<file path="src/rtl/bnf_pkg.sv">
package bnf_pkg;

   typedef enum logic [1:0] {
      PH_MID   = 2'b00,
      PH_EDGE  = 2'b01,
      PH_LATE  = 2'b10,
      PH_EARLY = 2'b11
   } ck_phase_e;

   // Offset of the rising edge, in half-bit slots, from the eye centre
   function automatic int phase_skew(ck_phase_e ph);
      case (ph)
         PH_EDGE:  return 4;
         PH_LATE:  return 1;
         PH_EARLY: return -3;
         default:  return 0;
      endcase
   endfunction

   // Clock level in a slot: high for the first half of a period of 2**lg
   // slots that starts at slot 'rise'
   function automatic logic level_at(logic [7:0] pos, logic [7:0] rise, int lg);
      logic [7:0] d;
      d = pos - rise;
      return ~d[lg-1];
   endfunction

endpackage

</file>
<file path="src/rtl/bnf_gather.sv">
module bnf_gather #(
   parameter int LANES = 4,
   localparam int CW = $clog2(LANES),
   localparam int PW = CW + 2
) (
   input  logic             clk,
   input  logic             rst_n,
   input  logic             sin,
   input  logic             restart,
   input  logic             ser_mode,
   output logic [LANES-1:0] word_o,
   output logic             load_o,
   output logic [PW-1:0]    pos_n
);

   logic [CW-1:0]    cnt_q, idx, cnt_n;
   logic [LANES-2:0] sh_q;
   logic             par_q, par_n, spar_q, spar_n;

   assign idx    = restart ? '0 : cnt_q;
   assign load_o = (idx == CW'(LANES - 1));
   assign cnt_n  = load_o ? '0 : idx + 1'b1;
   assign par_n  = restart ? 1'b0 : (par_q ^ load_o);
   assign spar_n = restart ? 1'b1 : ~spar_q;
   assign word_o = {sh_q, sin};

   // slot position of the high half of the coming bit
   assign pos_n = ser_mode ? PW'({spar_n, 1'b0}) : {par_n, cnt_n, 1'b0};

   always_ff @(posedge clk or negedge rst_n) begin
      if (!rst_n) begin
         cnt_q  <= '0;
         sh_q   <= '0;
         par_q  <= 1'b0;
         spar_q <= 1'b0;
      end else begin
         cnt_q  <= cnt_n;
         sh_q   <= {sh_q[LANES-3:0], sin};
         par_q  <= par_n;
         spar_q <= spar_n;
      end
   end

endmodule

</file>
<file path="src/rtl/bnf_ck_shaper.sv">
module bnf_ck_shaper
   import bnf_pkg::*;
#(
   parameter int LANES = 4,
   localparam int CW = $clog2(LANES),
   localparam int PW = CW + 2
) (
   input  logic          clk,
   input  logic          rst_n,
   input  logic [PW-1:0] pos_n,
   input  logic          ser_mode,
   input  logic          ser_full,
   input  logic          par_ddr,
   input  logic [1:0]    phase,
   output logic          ck_o
);

   logic [7:0]    rise;
   int            lg;
   logic [PW-1:0] pos_q;
   logic          hi_q, lo_q;

   always_comb begin
      if (ser_mode) begin
         rise = 8'd1;
         lg   = ser_full ? 1 : 2;
      end else begin
         rise = 8'(LANES + phase_skew(ck_phase_e'(phase)));
         lg   = par_ddr ? CW + 2 : CW + 1;
      end
   end

   always_ff @(posedge clk or negedge rst_n) begin
      if (!rst_n) begin
         pos_q <= '0;
         hi_q  <= 1'b0;
      end else begin
         pos_q <= pos_n;
         hi_q  <= level_at(8'(pos_n), rise, lg);
      end
   end

   always_ff @(negedge clk or negedge rst_n) begin
      if (!rst_n) lo_q <= 1'b0;
      else        lo_q <= level_at(8'(pos_q) + 8'd1, rise, lg);
   end

   assign ck_o = clk ? hi_q : lo_q;

endmodule

</file>
<file path="src/rtl/bnf_out_stage.sv">
module bnf_out_stage #(
   parameter int LANES = 4
) (
   input  logic             clk,
   input  logic             rst_n,
   input  logic [LANES-1:0] word_i,
   input  logic             load_i,
   input  logic             sin,
   input  logic             ser_mode,
   input  logic             swap,
   input  logic             squelch,
   input  logic             dis_data,
   input  logic             dis_clk,
   input  logic             ck_i,
   output logic [LANES-1:0] dat_o,
   output logic             ck_o
);

   logic [LANES-1:0] rev, dq;

   for (genvar i = 0; i < LANES; i++) begin : g_rev
      assign rev[i] = word_i[LANES-1-i];
   end

   always_ff @(posedge clk or negedge rst_n) begin
      if (!rst_n) dq <= '0;
      else if (!dis_data) begin
         if (ser_mode)    dq <= {{(LANES-1){1'b0}}, sin};
         else if (load_i) dq <= swap ? rev : word_i;
      end
   end

   assign dat_o = squelch ? '0 : dq;
   assign ck_o  = (squelch | dis_clk) ? 1'b0 : ck_i;

endmodule

</file>
<file path="src/rtl/burst_nib_fmt.sv">
module burst_nib_fmt #(
   parameter int LANES = 4
) (
   input  logic             clk,
   input  logic             rst_n,
   input  logic             sin,
   input  logic             restart,
   input  logic             ser_mode,
   input  logic             ser_full,
   input  logic             par_ddr,
   input  logic             swap,
   input  logic [1:0]       phase,
   input  logic             squelch,
   input  logic             dis_data,
   input  logic             dis_clk,
   output logic [LANES-1:0] dat,
   output logic             clk_out
);

   localparam int CW = $clog2(LANES);
   localparam int PW = CW + 2;

   if (LANES < 4 || LANES > 64 || (LANES & (LANES - 1)) != 0) begin : g_bad_lanes
      $error("LANES must be a power of two from 4 to 64");
   end

   logic [LANES-1:0] word;
   logic             load;
   logic [PW-1:0]    pos_n;
   logic             ck_raw;

   bnf_gather #(.LANES(LANES)) u_gath (
      .clk(clk), .rst_n(rst_n), .sin(sin), .restart(restart),
      .ser_mode(ser_mode), .word_o(word), .load_o(load), .pos_n(pos_n)
   );

   bnf_ck_shaper #(.LANES(LANES)) u_ck (
      .clk(clk), .rst_n(rst_n), .pos_n(pos_n), .ser_mode(ser_mode),
      .ser_full(ser_full), .par_ddr(par_ddr), .phase(phase), .ck_o(ck_raw)
   );

   bnf_out_stage #(.LANES(LANES)) u_out (
      .clk(clk), .rst_n(rst_n), .word_i(word), .load_i(load), .sin(sin),
      .ser_mode(ser_mode), .swap(swap), .squelch(squelch),
      .dis_data(dis_data), .dis_clk(dis_clk), .ck_i(ck_raw),
      .dat_o(dat), .ck_o(clk_out)
   );

endmodule

</file>
<file path="config.mk">
export PLATFORM = sky130hd
export DESIGN_NAME = burst_nib_fmt
export DESIGN_NICKNAME = d
export VERILOG_FILES = /design/src/rtl/bnf_pkg.sv /design/src/rtl/bnf_gather.sv /design/src/rtl/bnf_ck_shaper.sv /design/src/rtl/bnf_out_stage.sv /design/src/rtl/burst_nib_fmt.sv
export SDC_FILE = /design/constraint.sdc
export NUM_CORES = 1
export LEC_CHECK = 0
export ABC_AREA = 1
export BUFFER_PORTS_ARGS = -buffer_cell sky130_fd_sc_hd__buf_2
export CAP_MARGIN = 20
export CELL_PAD_IN_SITES_DETAIL_PLACEMENT = 0
export CELL_PAD_IN_SITES_GLOBAL_PLACEMENT = 1
export CORE_UTILIZATION = 40
export CTS_CLUSTER_DIAMETER = 120
export DETAILED_ROUTE_END_ITERATION = 7
export GPL_TIMING_DRIVEN = 1
export HOLD_SLACK_MARGIN = 0.1
export PLACE_DENSITY = 0.78
export SKIP_LAST_GASP = 1
export SYNTH_ARGS = -nofsm -noshare
export SYNTH_HDL_FRONTEND = slang
export SYNTH_SLANG_ARGS = --single-unit
</file>
<file path="constraint.sdc">
create_clock -name clk -period 2.84 [get_ports clk]
set_input_delay 0.426 -clock clk [delete_from_list [all_inputs] [get_ports clk]]
set_output_delay 0.426 -clock clk [all_outputs]
set_load 0.01 [all_outputs]
</file>
==> metrics.md <==
| Metric | Value |
|---|---|
| Status | `complete, but fails checks` |
| Failing checks | `negative setup slack` |
| Hold path cells | `1` |
| CP max FO | `1` |
| ANT nets after route | `0` |
| Worst r2r dst | `u_ck.lo_q$_DFF_NN0_` |
| Area added between synthesis and finish | `26.5%` |
| R2R cell count | `7` |
| Setup tns final | `-0.157 ns` |
| Peak supply drop | `roughly 0.00034 V` |
| Slew @ Worst Pin | `between 0.4 and 0.5 ns` |
| Share of the yosys chip area belonging to registers | `46.6%` |
| Yosys cell types | `25` |
| Ant diodes | `0` |
| Core Util, Final | `54.9%` |
| Final worst slack | `-0.157 ns` |
| Layout cells sized above 1 | `29.5%` |
| Initial Utilization | `43.4%` |
| Clock transition at the registers of the reported paths | `0.10 ns` |
| Std cell rows | `16` |
| Pwr per Cell Area | `between 500 and 600 nW/µm²` |
| First-pass GRT wire length | `3070 µm` |
| Seq cells post-synth | `16` |
| PortBufs | `17` |
| Die Span X | `just under 50 µm` |
| Routed vias/inst | `4.57` |
| Grt total ovfl | `0` |
| Core Footprint | `1980 µm²` |
| Drt first pass iters | `4` |
| Starting DRT DRC Count | `11` |
| Syn Inst Count | `between 90 and 100` |
| Yosys warns | `0` |
| I/O pins | `18` |
| CTS tree | `built` |
| Max Cap Viol | `0` |
| Reg2Reg Setup Slack | `0.06 ns` |
| Post-route cell area | `~1100 µm²` |
| Unrepaired setup endpoints after global routing | `true` |
| Slew headroom | `66.9%` |
| RR Startpoint | `u_ck.pos_q[2]$_DFF_PN0_` |
| Crit start category | `flip-flop` |
| Final Hold Violating Endpoints | `0` |
| Die Height | `roughly 48 µm` |
| GRT Resource Usage Total | `a little under a fifth` |
| Largest net degree at the start of global routing | `16` |
| Drt wl/cell | `11.0 µm` |
| Drt total wl | `1720 µm` |
| Hold EP | `u_gath.sh_q[0]$_DFF_PN0_` |
| Gp weighted congestion | `0.802` |
| Final nets | `149` |
| Worst skew pair latency | `~0.4 ns` |
| Initial antenna violation count | `0` |
| DR DRC count | `0` |
| Crit path required time | `2.41 ns` |
| Leak pwr | `0.000589 µW` |
| Number of global-route vias before repair | `~760` |
| Final setup fails | `1` |
| Routed via count | `713` |
| Avg Cell Area, Syn | `8.68 µm²` |
| Placed cell area | `1030 µm²` |
| Die ar. | `2340 µm²` |
| Min-delay src | `sin` |
| Clk_skew | `0.0116 ns` |
| CP Capture Type | `primary output` |
| Final Max Slew Viols | `0` |
| Synthesized area | `around 860 µm²` |
| CP Class | `flip-flop to primary output` |
| Final HPWL DP | `about 1300 µm` |
| Worst Path Arrival | `2.57 ns` |
| Worst Hold Class | `primary input to flip-flop` |
| Synth Net Count | `118` |
-- routing by layer --
| layer | vias up | part of all wire, % | GRT usage [%] | routed length (µm) |
|---|---|---|---|---|
| met5 | - | 0 | 0 | 0 |
| met3 | 4 | 4.6 | 9.43 | 80 |
| met4 | 0 | 2.7 | 13.7 | 47 |
| met2 | 14 | 48 | 29.1 | 822 |
| li1 | 371 | - | - | - |
| met1 | 324 | 45 | 19.1 | 771 |
-- where the power goes --
group | switching (µW) | internal (µW) | total, µW | leakage, µW
clock network | 96.8 | 113 | 209 | 0.0000408
logic | 62.3 | 45.8 | 108 | 0.000355
registers | 8.22 | 251 | 259 | 0.000194
total | 167 | 409 | 577 | 0.000589
-- state kept, by name, indices dropped and copies added, names as in the netlist --
signal         count
u_ck.hi_q          1
u_ck.lo_q          1
u_ck.pos_q         3
u_gath.cnt_q       2
u_gath.par_q       1
u_gath.sh_q        3
u_gath.spar_q      1
u_out.dq           4
-- cells by family after synthesis --
family | after synthesis | share of synthesized area [%]
multiplexers | 1 | 1.16
AO/OA/AOI/OAI | 11 | 8.30
XOR/XNOR | 1 | 1.02
AND/OR/NAND/NOR | 38 | 21.8
adder cells (fa/ha/maj) | 6 | 9.61
flip-flops | 16 | 46.6
buffers and inverters | 26 | 11.5
-- placed cells by master (no fill, tap or decap), types with 2 or more instances in the layout --
master | Yosys | routed
buf_2 | 1 | 17
buf_4 | 0 | 6
clkbuf_4 | 0 | 6
dfrtp_1 | 15 | 15
ha_1 | 5 | 5
inv_1 | 24 | 24
nand2_1 | 9 | 9
nand3_1 | 3 | 3
nand3_2 | 3 | 3
nand4_1 | 2 | 2
nor2_1 | 15 | 13
nor2_2 | 1 | 2
nor2_4 | 1 | 2
nor3_1 | 2 | 2
o21ai_0 | 5 | 5
o32ai_1 | 2 | 2
-- area by class of cell --
| type | instances | area, µm² |
|---|---|---|
| clock buffer | 8 | 53.8 |
| fill | 182 | 895 |
| inverter | 25 | 93.8 |
| multi-input combinational | 57 | 370 |
| sequential | 16 | 400 |
| tap | 27 | 33.8 |
| timing repair buffer | 23 | 135 |
-- worst max-delay path, cell delays in order, from the launching register on --
cell and delay (ns):
dfrtn_1 0.40, mux2i_1 0.06, nor3_1 0.13, buf_2 0.16
-- through the flow --
| step | setup WS (ns) | hold slack, ns | power, µW | instances |
|---|---|---|---|---|
| after floorplan | -0.125 | 0.130 | 344 | 99 |
| after global placement | -0.183 | 0.387 | 386 | 148 |
| after detailed placement | -0.219 | 0.392 | 388 | 148 |
| after CTS | -0.193 | 0.141 | 584 | 156 |
| after global routing | -0.238 | 0.119 | 617 | 156 |
| final | -0.157 | 0.149 | 577 | 156 |
-- cells in the mapped netlist --
library cell   n  area, µm²
buf_2          1       5.00
dfrtp_1       15        375
nand2_2        1       6.26
o21ai_0        5       25.0
fa_1           1       20.0
mux2i_1        1       10.0
o21ai_1        1       5.00
o22ai_1        1       6.26
nor2_1        15       56.3
nor4_1         1       6.26
o32ai_1        2       17.5
nand3_2        3       30.0
nand3_1        3       15.0
xnor2_1        1       8.76
ha_1           5       62.6
nand2_1        9       33.8
a32oi_1        1       8.76
o311ai_1       1       8.76
inv_1         24       90.1
dfrtn_1        1       25.0
nor2_2         1       6.26
nor3_1         2       10.0
inv_2          1       3.75
nor2_4         1       11.3
nand4_1        2       12.5
-- worst max-delay path by stage --
stage                                   start             endpoint  slack [ns]  cells past startpoint
after CTS                 u_ck.lo_q$_DFF_NN0_              clk_out       -0.19                      3
final                     u_ck.lo_q$_DFF_NN0_              clk_out       -0.16                      3
after floorplan                      ser_mode  u_ck.lo_q$_DFF_NN0_       -0.13                      8
after global routing      u_ck.lo_q$_DFF_NN0_              clk_out       -0.24                      3
after detailed placement             ser_mode  u_ck.lo_q$_DFF_NN0_       -0.22                      8
after global placement               ser_mode  u_ck.lo_q$_DFF_NN0_       -0.18                      8
-- timing repair --
action | CTS | global route
setup buffers | 0 | 0
setup endpoints to repair | 1 | 2
resized for setup | 0 | 0
hold buffers | 1 | 0
endpoints found under the hold margin | 15 | 0
No activity file was read; power rests on OpenSTA's default activity.
